--- config.mk ---
export PLATFORM = sky130hd
export DESIGN_NAME = bmdma_regs
export DESIGN_NICKNAME = d
export VERILOG_FILES = /design/src/rtl/bmdma_pkg.sv /design/src/rtl/bmdma_cmd_fsm.sv /design/src/rtl/bmdma_status.sv /design/src/rtl/bmdma_ptr.sv /design/src/rtl/bmdma_regs.sv
export SDC_FILE = /design/constraint.sdc
export NUM_CORES = 1
export LEC_CHECK = 0
export ABC_AREA = 1
export CORE_MARGIN = 2
export CORE_UTILIZATION = 40
export DETAILED_ROUTE_END_ITERATION = 10
export GPL_TIMING_DRIVEN = 1
export HOLD_SLACK_MARGIN = 0.06
export PLACE_DENSITY = 0.82
export SLEW_MARGIN = 20
export SYNTH_ARGS = -nofsm -noshare
export SYNTH_HDL_FRONTEND = slang
export SYNTH_SLANG_ARGS = --single-unit
export TNS_END_PERCENT = 5
--- constraint.sdc ---
create_clock -name clk -period 1.65 [get_ports clk]
set_clock_uncertainty 0.1 [all_clocks]
set_input_delay 0.33 -clock clk [delete_from_list [all_inputs] [get_ports clk]]
set_output_delay 0.33 -clock clk [all_outputs]
set_load 0.02 [all_outputs]
--- src/rtl/bmdma_pkg.sv ---
package bmdma_pkg;
    typedef enum logic [1:0] {
        CH_IDLE = 2'd0,
        CH_RUN  = 2'd1,
        CH_HALT = 2'd2
    } ch_state_e;

    localparam int unsigned OFS_CMD  = 0;
    localparam int unsigned OFS_STAT = 2;
    localparam int unsigned OFS_PTR  = 4;

    localparam int unsigned CMD_GO    = 0;
    localparam int unsigned CMD_TOMEM = 3;

    localparam int unsigned ST_ERR    = 1;
    localparam int unsigned ST_IRQ    = 2;
    localparam int unsigned ST_HOLD   = 3;
    localparam int unsigned ST_CAP    = 5;
    localparam int unsigned NUM_HOLD  = 2;
    localparam int unsigned NUM_DRIVES = 2;
endpackage

--- src/rtl/bmdma_cmd_fsm.sv ---
module bmdma_cmd_fsm
    import bmdma_pkg::*;
(
    input  logic clk,
    input  logic rst_n,
    input  logic cmd_we,
    input  logic wr_go,
    input  logic wr_tomem,
    input  logic eng_done,
    input  logic eng_error,
    output logic go,
    output logic to_mem,
    output logic active
);
    ch_state_e state, nxt;
    logic stop_wr;

    assign stop_wr = cmd_we && !wr_go;

    always_ff @(posedge clk or negedge rst_n) begin
        if (!rst_n) state <= CH_IDLE;
        else        state <= nxt;
    end

    always_comb begin
        nxt = state;
        unique case (state)
            CH_IDLE: if (cmd_we && wr_go) nxt = CH_RUN;
            CH_RUN: begin
                if (stop_wr)                     nxt = CH_IDLE;
                else if (eng_done || eng_error)  nxt = CH_HALT;
            end
            CH_HALT: if (stop_wr) nxt = CH_IDLE;
            default: nxt = CH_IDLE;
        endcase
    end

    always_ff @(posedge clk or negedge rst_n) begin
        if (!rst_n) begin
            go     <= 1'b0;
            to_mem <= 1'b0;
        end else if (cmd_we) begin
            go <= wr_go;
            if (state != CH_RUN) to_mem <= wr_tomem;
        end
    end

    always_comb begin
        active = (state == CH_RUN);
    end

    assert_run_has_go_R3: assert property (@(posedge clk) disable iff (!rst_n)
        (state == CH_RUN) |-> go);

    assert_end_halts_R4: assert property (@(posedge clk) disable iff (!rst_n)
        (state == CH_RUN && (eng_done || eng_error) && !stop_wr) |=> (state == CH_HALT && go));

    assert_stop_idles_R5: assert property (@(posedge clk) disable iff (!rst_n)
        stop_wr |=> (state == CH_IDLE && !go));

    assert_dir_frozen_R6: assert property (@(posedge clk) disable iff (!rst_n)
        (state == CH_RUN && cmd_we) |=> $stable(to_mem));
endmodule

--- src/rtl/bmdma_status.sv ---
module bmdma_status
    import bmdma_pkg::*;
(
    input  logic       clk,
    input  logic       rst_n,
    input  logic       st_we,
    input  logic [6:1] st_wbits,
    input  logic       eng_error,
    input  logic       drive_irq,
    input  logic       active,
    output logic [7:0] st_byte
);
    logic                  err_q, irq_q;
    logic [NUM_HOLD-1:0]   hold_q;
    logic [NUM_DRIVES-1:0] cap_q;

    always_ff @(posedge clk or negedge rst_n) begin
        if (!rst_n) begin
            err_q <= 1'b0;
            irq_q <= 1'b0;
        end else begin
            if (eng_error)                     err_q <= 1'b1;
            else if (st_we && st_wbits[ST_ERR]) err_q <= 1'b0;
            if (drive_irq)                     irq_q <= 1'b1;
            else if (st_we && st_wbits[ST_IRQ]) irq_q <= 1'b0;
        end
    end

    always_ff @(posedge clk or negedge rst_n) begin
        if (!rst_n)     hold_q <= '0;
        else if (st_we) hold_q <= st_wbits[ST_HOLD +: NUM_HOLD];
    end

    for (genvar g = 0; g < NUM_DRIVES; g++) begin : g_cap
        always_ff @(posedge clk or negedge rst_n) begin
            if (!rst_n)     cap_q[g] <= 1'b0;
            else if (st_we) cap_q[g] <= st_wbits[ST_CAP + g];
        end
    end

    always_comb begin
        st_byte = {1'b0, cap_q, hold_q, irq_q, err_q, active};
    end

    assert_err_sets_R7: assert property (@(posedge clk) disable iff (!rst_n)
        eng_error |=> st_byte[ST_ERR]);

    assert_irq_sets_R7: assert property (@(posedge clk) disable iff (!rst_n)
        drive_irq |=> st_byte[ST_IRQ]);

    assert_irq_w1c_R8: assert property (@(posedge clk) disable iff (!rst_n)
        (st_we && st_wbits[ST_IRQ] && !drive_irq) |=> !st_byte[ST_IRQ]);

    assert_err_w1c_R8: assert property (@(posedge clk) disable iff (!rst_n)
        (st_we && st_wbits[ST_ERR] && !eng_error) |=> !st_byte[ST_ERR]);
endmodule

--- src/rtl/bmdma_ptr.sv ---
module bmdma_ptr #(
    parameter int unsigned PTR_W = 32,
    parameter int unsigned ALIGN = 2
) (
    input  logic                   clk,
    input  logic                   rst_n,
    input  logic                   ptr_we,
    input  logic [PTR_W-1:ALIGN]   ptr_wdata,
    output logic [PTR_W-1:0]       ptr_q
);
    logic [PTR_W-1:ALIGN] hi_q;

    always_ff @(posedge clk or negedge rst_n) begin
        if (!rst_n)      hi_q <= '0;
        else if (ptr_we) hi_q <= ptr_wdata;
    end

    assign ptr_q = {hi_q, {ALIGN{1'b0}}};
endmodule

--- src/rtl/bmdma_regs.sv ---
module bmdma_regs
    import bmdma_pkg::*;
#(
    parameter int unsigned ADDR_W = 3,
    parameter int unsigned DATA_W = 32,
    parameter int unsigned PTR_W  = 32,
    parameter int unsigned ALIGN  = 2
) (
    input  logic              clk,
    input  logic              rst_n,
    input  logic              host_we,
    input  logic [ADDR_W-1:0] host_addr,
    input  logic [DATA_W-1:0] host_wdata,
    output logic [DATA_W-1:0] host_rdata,
    input  logic              eng_done,
    input  logic              eng_error,
    input  logic              drive_irq,
    output logic              xfer_start,
    output logic              xfer_to_mem,
    output logic [PTR_W-1:0]  table_base,
    output logic              xfer_active,
    output logic              xfer_ok,
    output logic              wait_hold
);
    logic       cmd_we, st_we, ptr_we;
    logic [7:0] st_byte, cmd_byte;

    assign cmd_we = host_we && (host_addr == ADDR_W'(OFS_CMD));
    assign st_we  = host_we && (host_addr == ADDR_W'(OFS_STAT));
    assign ptr_we = host_we && (host_addr == ADDR_W'(OFS_PTR));

    bmdma_cmd_fsm u_fsm (
        .clk       (clk),
        .rst_n     (rst_n),
        .cmd_we    (cmd_we),
        .wr_go     (host_wdata[CMD_GO]),
        .wr_tomem  (host_wdata[CMD_TOMEM]),
        .eng_done  (eng_done),
        .eng_error (eng_error),
        .go        (xfer_start),
        .to_mem    (xfer_to_mem),
        .active    (xfer_active)
    );

    bmdma_status u_status (
        .clk       (clk),
        .rst_n     (rst_n),
        .st_we     (st_we),
        .st_wbits  (host_wdata[6:1]),
        .eng_error (eng_error),
        .drive_irq (drive_irq),
        .active    (xfer_active),
        .st_byte   (st_byte)
    );

    bmdma_ptr #(.PTR_W(PTR_W), .ALIGN(ALIGN)) u_ptr (
        .clk       (clk),
        .rst_n     (rst_n),
        .ptr_we    (ptr_we),
        .ptr_wdata (host_wdata[PTR_W-1:ALIGN]),
        .ptr_q     (table_base)
    );

    always_comb begin
        cmd_byte            = '0;
        cmd_byte[CMD_GO]    = xfer_start;
        cmd_byte[CMD_TOMEM] = xfer_to_mem;
    end

    always_comb begin
        case (host_addr)
            ADDR_W'(OFS_CMD):  host_rdata = DATA_W'(cmd_byte);
            ADDR_W'(OFS_STAT): host_rdata = DATA_W'(st_byte);
            ADDR_W'(OFS_PTR):  host_rdata = DATA_W'(table_base);
            default:           host_rdata = '0;
        endcase
    end

    assign xfer_ok   = (st_byte[2:0] == 3'b100);
    assign wait_hold = st_byte[ST_HOLD] && st_byte[ST_HOLD+1];
endmodule

==> results of run 1 <==
-- worst min-delay path: cells and delay by family, from the launching register on --
family           cells  cell delay, ps
DFF                  1             360
and+or+nand+nor      2             110
-- sequential cells by signal, summed over array words and instances (netlist names) --
signal            cells
u_fsm.go              1
u_status.st_byte      2
u_fsm.state           2
u_ptr.hi_q           30
u_status.hold_q       2
u_status.err_q        1
u_status.irq_q        1
u_fsm.to_mem          1
-- final cells by class --
class,instances,area (um2),share of cell area (%)
Sequential cell,40,1000,31.4
Tap cell,67,83.8,2.63
Inverter,45,176,5.53
Clock inverter,1,5.00,0.157
Clock buffer,6,72.6,2.28
Timing Repair Buffer,126,1090,34.3
Multi-Input combinational cell,169,757,23.7
-- cell families after synthesis --
kind of cell    after synthesis
simple gates                155
flops                        40
compound gates               12
other cells                   1
buf+inv                      58
-- routing by layer --
| metal | vias to the layer above | global-route usage [%] | part of all wire (%) |
|---|---|---|---|
| met4 | 0 | 5.36 | 0.70 |
| met1 | 935 | 23.2 | 41 |
| met3 | 5 | 3.75 | 6.8 |
| li1 | 1038 | - | - |
| met5 | - | 0 | 0 |
| met2 | 77 | 35.7 | 51 |
-- repair_timing --
action / in CTS / in global routing
hold endpoints to repair: 19 / 0
hold buffers: 1 / 0
setup endpoints to repair: 67 / 34
buffers inserted: 1 / 1
pin swaps: 1 / 2
gates resized for setup: 187 / 12
-- layout by cell type (no fill, tap or decap), drive strengths merged --
master          n
nand2          90
buf            51
inv            45
dfrtp          40
clkdlybuf4s50  36
dlygate4sd2    33
nor2           31
nand3          29
o21ai          10
clkbuf          8
nand4           4
conb            2
clkdlybuf4s15   2
o211ai          1
nor3            1
o21a            1
clkinv          1
dlygate4sd3     1
dlymetal6s2s    1
-- worst max path at each step --
| stage | endpoint | cells past startpoint | startpoint |
|---|---|---|---|
| floorplan | host_rdata[0] | 3 | u_fsm.state[1] |
| global placement | host_rdata[3] | 8 | host_addr[1] |
| detailed placement | host_rdata[3] | 8 | host_addr[1] |
| CTS | xfer_ok | 4 | u_fsm.state[0] |
| global route | host_rdata[3] | 6 | host_addr[2] |
| finish | host_rdata[3] | 6 | host_addr[2] |
-- metrics by stage --
| step | power (W) | hold slack (ps) | setup TNS, ps |
|---|---|---|---|
| after global routing | 0.00302 | 424 | -42.7 |
| after global placement | 0.00235 | 205 | -29440 |
| after detailed placement | 0.00238 | 211 | -31030 |
| after floorplan | 0.00179 | -65.6 | 0 |
| final | 0.00284 | 392 | 0 |
| after CTS | 0.00287 | 393 | -207 |
-- power groups by stage --
stage | combinational [W] | clock, W | sequential (W)
2_1_floorplan | 0.000316 | 0 | 0.00147
3_3_place_gp | 0.00105 | 0 | 0.00130
3_5_place_dp | 0.00108 | 0 | 0.00131
4_1_cts | 0.000955 | 0.000628 | 0.00129
5_1_grt | 0.00103 | 0.000671 | 0.00131
6_report | 0.000946 | 0.000608 | 0.00129
==> results_dict.tcl, run 1 <==
set metrics [dict create \
    hp-class "reg2reg" \
    p_seq_share_pct 45.3 \
    synth_mux_area_share_pct 0 \
    p_per_area_nw_per_um2 892 \
    crit_fanout 3 \
    grt_first_pass_wirelength_mm 8.41 \
    grt_max_degree 25 \
    whs_path_depth 2 \
    ios 110 \
    outcome "completed" \
    synthSimpleGateAreaFrac_pct 32.6 \
    maxCapViolations 0 \
    hold_end "u_ptr.hi_q[10]" \
    numCtsBuffers 5 \
    max_stage_delay_ps 270 \
    critPathBufInv 4 \
    post-place-ws_ps -760 \
    r2r_cells 4 \
    min_period_over_period_pct 98.9 \
    holdCritStartpoint "u_ptr.hi_q[10]" \
    drv_slew 0 \
    start_kind "primary input" \
    syn_inst 266 \
    synth-edff-count 0 \
    synthDistinctLibCells 20 \
    crit_type "in2out" \
    synth.area.top_cells "dfrtp_1 50%, nand2_1 16%, inv_1 8.0%, nand3_1 7.2%, nor2_1 5.6%" \
    postRouteAntennaNets 0 \
    synth_top_cell_area_share_pct 49.8 \
    grt_pass1_vias 1869 \
    antenna_cells 0 \
    hold_viol 0 \
    fp.dieH_um 74.9 \
    yosysMostFrequentCell "nand2_1" \
    grt_setup_unrepaired "yes" \
    place_area_um2 3230 \
    pwr-share-clk_pct 21.4 \
    grt.total_usage_pct 19.5 \
    crit_required_ps 1220 \
    core_region_area_um2 4790 \
    syn_to_final_growth_pct 58.7 \
    vias 2055 \
    swShare_pct 35.0 \
    synth_largest_area_cell "dfrtp_1" \
    vias_per_cell 4.53 \
    synth_top_family_by_area "simple AND/OR/NAND/NOR gates" \
    cts.path.max_buffers 2 \
    syn_avg_cell_area_um2 7.55 \
    drt_iter0_drc 97 \
    synth_compound_area_share_pct 3.99 \
    period_needed_ps 1630 \
    dieArea_um2 5610 \
    drive_gt1_share_pct 19.6 \
    syn_area_um2 2010 \
    gp_congestion 0.733 \
    fin_nets 428 \
    die_x_um 74.9 \
    yosysSeqAreaShare_pct 49.8 \
    intPower_w 0.00185 \
    wire_per_inst_um 12.0 \
    synth_ff_type "dfrtp_1" \
    start_util_pct 42.0 \
    r2r_slack_ps 640 \
    max-vdd-ir-drop_v 0.000697 \
    stdcell_area_um2 3190 \
    rr_endpoint "u_fsm.to_mem" \
    post-route-drc-count 0 \
    p_leak_nw 1.83 \
    gr-total-overflow 0 \
    async_flop_share_pct 100 \
    rows 25 \
    antenna_found_initial 0 \
    utilization_pct 66.6 \
    crit_path_cell_trace "dlygate4sd2_1 -> inv_1 -> buf_4 -> nand2_1 -> o211ai_1 -> buf_4" \
    yosysWarningCount 0 \
    routed_wl_mm 5.46 \
    port_buffers 107 \
    r2r-start "u_fsm.state[1]" \
    htree_levels 2 \
    fin_cells 454 \
    clock-root-buffer "clkbuf_8" \
    cts_tree "yes" \
    place_inst 444 \
    setup_ws_ps 18.7 \
    yosys.area_share.xor_xnor_pct 0 \
    p_comb_share_pct 33.3 \
    synth_fa_ha_area_share_pct 0 \
    setup_viol 0 \
    first_pass_iters 4 \
    p_switching_w 0.000996 \
    cp_top_family "buffers and inverters" \
    clkLatencyLatePin_ps 280 \
    hpwl_mm 4.18 \
    fmax_ghz 0.613 \
    ys_ff_latch 40 \
    clkTransAtPathRegs_ps 70 \
    cp_common_cell "buf_4" \
    cp.arrival_ps 1200 \
    synth_common_cells "87 x nand2_1, 43 x inv_1, 40 x dfrtp_1" \
    crit_path_end_kind "output pin" \
    clock-sinks 40 \
    fillers 458 \
    slowest_stage "dlygate4sd2_1" \
]
(Power assumes the default switching activity.)
==> run 2, diff against run 1 <==
- MAX_ROUTING_LAYER: unset -> met4
==> results_dict.tcl, run 2 (synthesized netlist as in run 1, its figures left out) <==
set metrics [dict create \
    critPathBufInv 4 \
    numCtsBuffers 5 \
    grt_first_pass_wirelength_mm 8.43 \
    hp-class "reg2reg" \
    cts.path.max_buffers 2 \
    outcome "completed" \
    setup_viol 0 \
    die_x_um 74.9 \
    power_w 0.00284 \
    slowest_stage "dlygate4sd2_1" \
    ios 110 \
    final_common_cell "nand2_1" \
    clkLatencyLatePin_ps 280 \
    gp_congestion 0.742 \
    hpwl_mm 4.18 \
    antenna_cells 0 \
    cts_tree "yes" \
    maxCapViolations 0 \
    p_comb_share_pct 33.3 \
    max-vdd-ir-drop_v 0.000696 \
    max_stage_delay_ps 270 \
    cp_top_family "buffers and inverters" \
    grt_pass1_vias 1868 \
    fmax_ghz 0.613 \
    start_util_pct 42.0 \
    vias_per_cell 4.55 \
    hold_viol 0 \
    crit_fanout 3 \
    r2r_cells 4 \
    port_buffers 107 \
    post-place-ws_ps -760 \
    p_leak_nw 1.83 \
    crit_required_ps 1220 \
    wire_per_inst_um 12.1 \
    p_switching_w 0.000997 \
    path_depth 6 \
    core_region_area_um2 4790 \
    setup_ws_ps 18.7 \
    top_register "u_ptr.hi_q" \
    fillers 458 \
    clock-sinks 40 \
    swShare_pct 35.1 \
    drive_gt1_share_pct 19.6 \
    crit_type "in2out" \
    whs_path_depth 2 \
    fp.dieH_um 74.9 \
    layout_common_cells "86 x nand2_1, 42 x inv_1, 40 x dfrtp_1, 36 x clkdlybuf4s50_1, 33 x dlygate4sd2_1" \
    start_kind "primary input" \
    gr-total-overflow 0 \
    postRouteAntennaNets 0 \
    cp.arrival_ps 1200 \
    grt.total_usage_pct 20.1 \
    p_seq_share_pct 45.3 \
    routed_wl_mm 5.48 \
    antenna_found_initial 0 \
    utilization_pct 66.6 \
    grt_setup_unrepaired "yes" \
    period_needed_ps 1630 \
    intPower_w 0.00185 \
    drv_slew 0 \
    first_pass_iters 4 \
    min_period_over_period_pct 98.9 \
    syn_to_final_growth_pct 58.7 \
    largest_register_ffs 30 \
    drt_iter0_drc 101 \
    crit_path_cell_trace "dlygate4sd2_1 -> inv_1 -> buf_4 -> nand2_1 -> o211ai_1 -> buf_4" \
    pwr-share-clk_pct 21.4 \
    cp_common_cell "buf_4" \
    crit_path_end_kind "output pin" \
    grt_max_degree 25 \
    fin_nets 428 \
    vias 2064 \
    post-route-drc-count 0 \
    htree_levels 2 \
    dieArea_um2 5610 \
    clkTransAtPathRegs_ps 70 \
    p_per_area_nw_per_um2 892 \
    rows 25 \
    clock-root-buffer "clkbuf_8" \
    fin_tns_setup_ps 0 \
]
[run 2: cell counts in the layout (fill, tap and decap cells not counted)]
No cell type changed its count.
[run 2: what timing repair did]
item	in CTS	in global routing
hold buffers	1	0
hold endpoints to repair	19	0
setup buffers	1	1
resized for setup	187	12
gates cloned	0	0
pin swaps	1	2
setup endpoints to repair	67	34
[run 2: cell type report]
type	count	area (um2)	share of cell area, %
repair buffers	126	1090	34.3
multi-input cells	169	757	23.7
clock buffers	6	72.6	2.28
inverters	45	176	5.53
well taps	67	83.8	2.63
flip-flops and latches	40	1000	31.4
clock inverters	1	5.00	0.157
[run 2: path summary, 6_finish.rpt]
path	from	slack, ps	end
setup / recovery	host_addr[2]	20	host_rdata[3]
hold / removal	u_ptr.hi_q[10]	390	u_ptr.hi_q[10]
setup reg to reg	u_fsm.state[1]	640	u_fsm.to_mem
hold reg to reg	u_ptr.hi_q[10]	390	u_ptr.hi_q[10]
max in group asynchronous	rst_n	520	u_ptr.hi_q[6]
min in group asynchronous	rst_n	440	u_ptr.hi_q[29]
[run 2: power groups by stage]
stage / logic, W / registers (W) / clock network, W
finish: 0.000946 / 0.00129 / 0.000609
detailed placement: 0.00108 / 0.00131 / 0
global route: 0.00103 / 0.00131 / 0.000673
CTS: 0.000955 / 0.00129 / 0.000628
floorplan: 0.000316 / 0.00147 / 0
global placement: 0.00105 / 0.00130 / 0
[run 2: per-stage QoR]
step / hold slack, ps / area [um2] / std cells
6_report: 392 / 3190 / 454
3_3_place_gp: 205 / 3230 / 444
2_1_floorplan: -65.6 / 2010 / 267
3_5_place_dp: 211 / 3230 / 444
4_1_cts: 393 / 3180 / 453
5_1_grt: 424 / 3190 / 454
[run 2: routing by layer]
| metal | part of all wire [%] | vias up | routed length, um | global-route usage [%] |
|---|---|---|---|---|
| met5 | 0 | - | 0 | - |
| met4 | 1.2 | 0 | 68 | 5.36 |
| met3 | 6.4 | 7 | 353 | 3.48 |
| met2 | 51 | 76 | 2790 | 35.7 |
| met1 | 41 | 944 | 2260 | 23.5 |
| li1 | - | 1037 | - | - |
[run 2: worst min-delay path: stages (launching register included)]
cell and delay, ps:
dfrtp_1 360, nand2_1 60, nand2_1 50
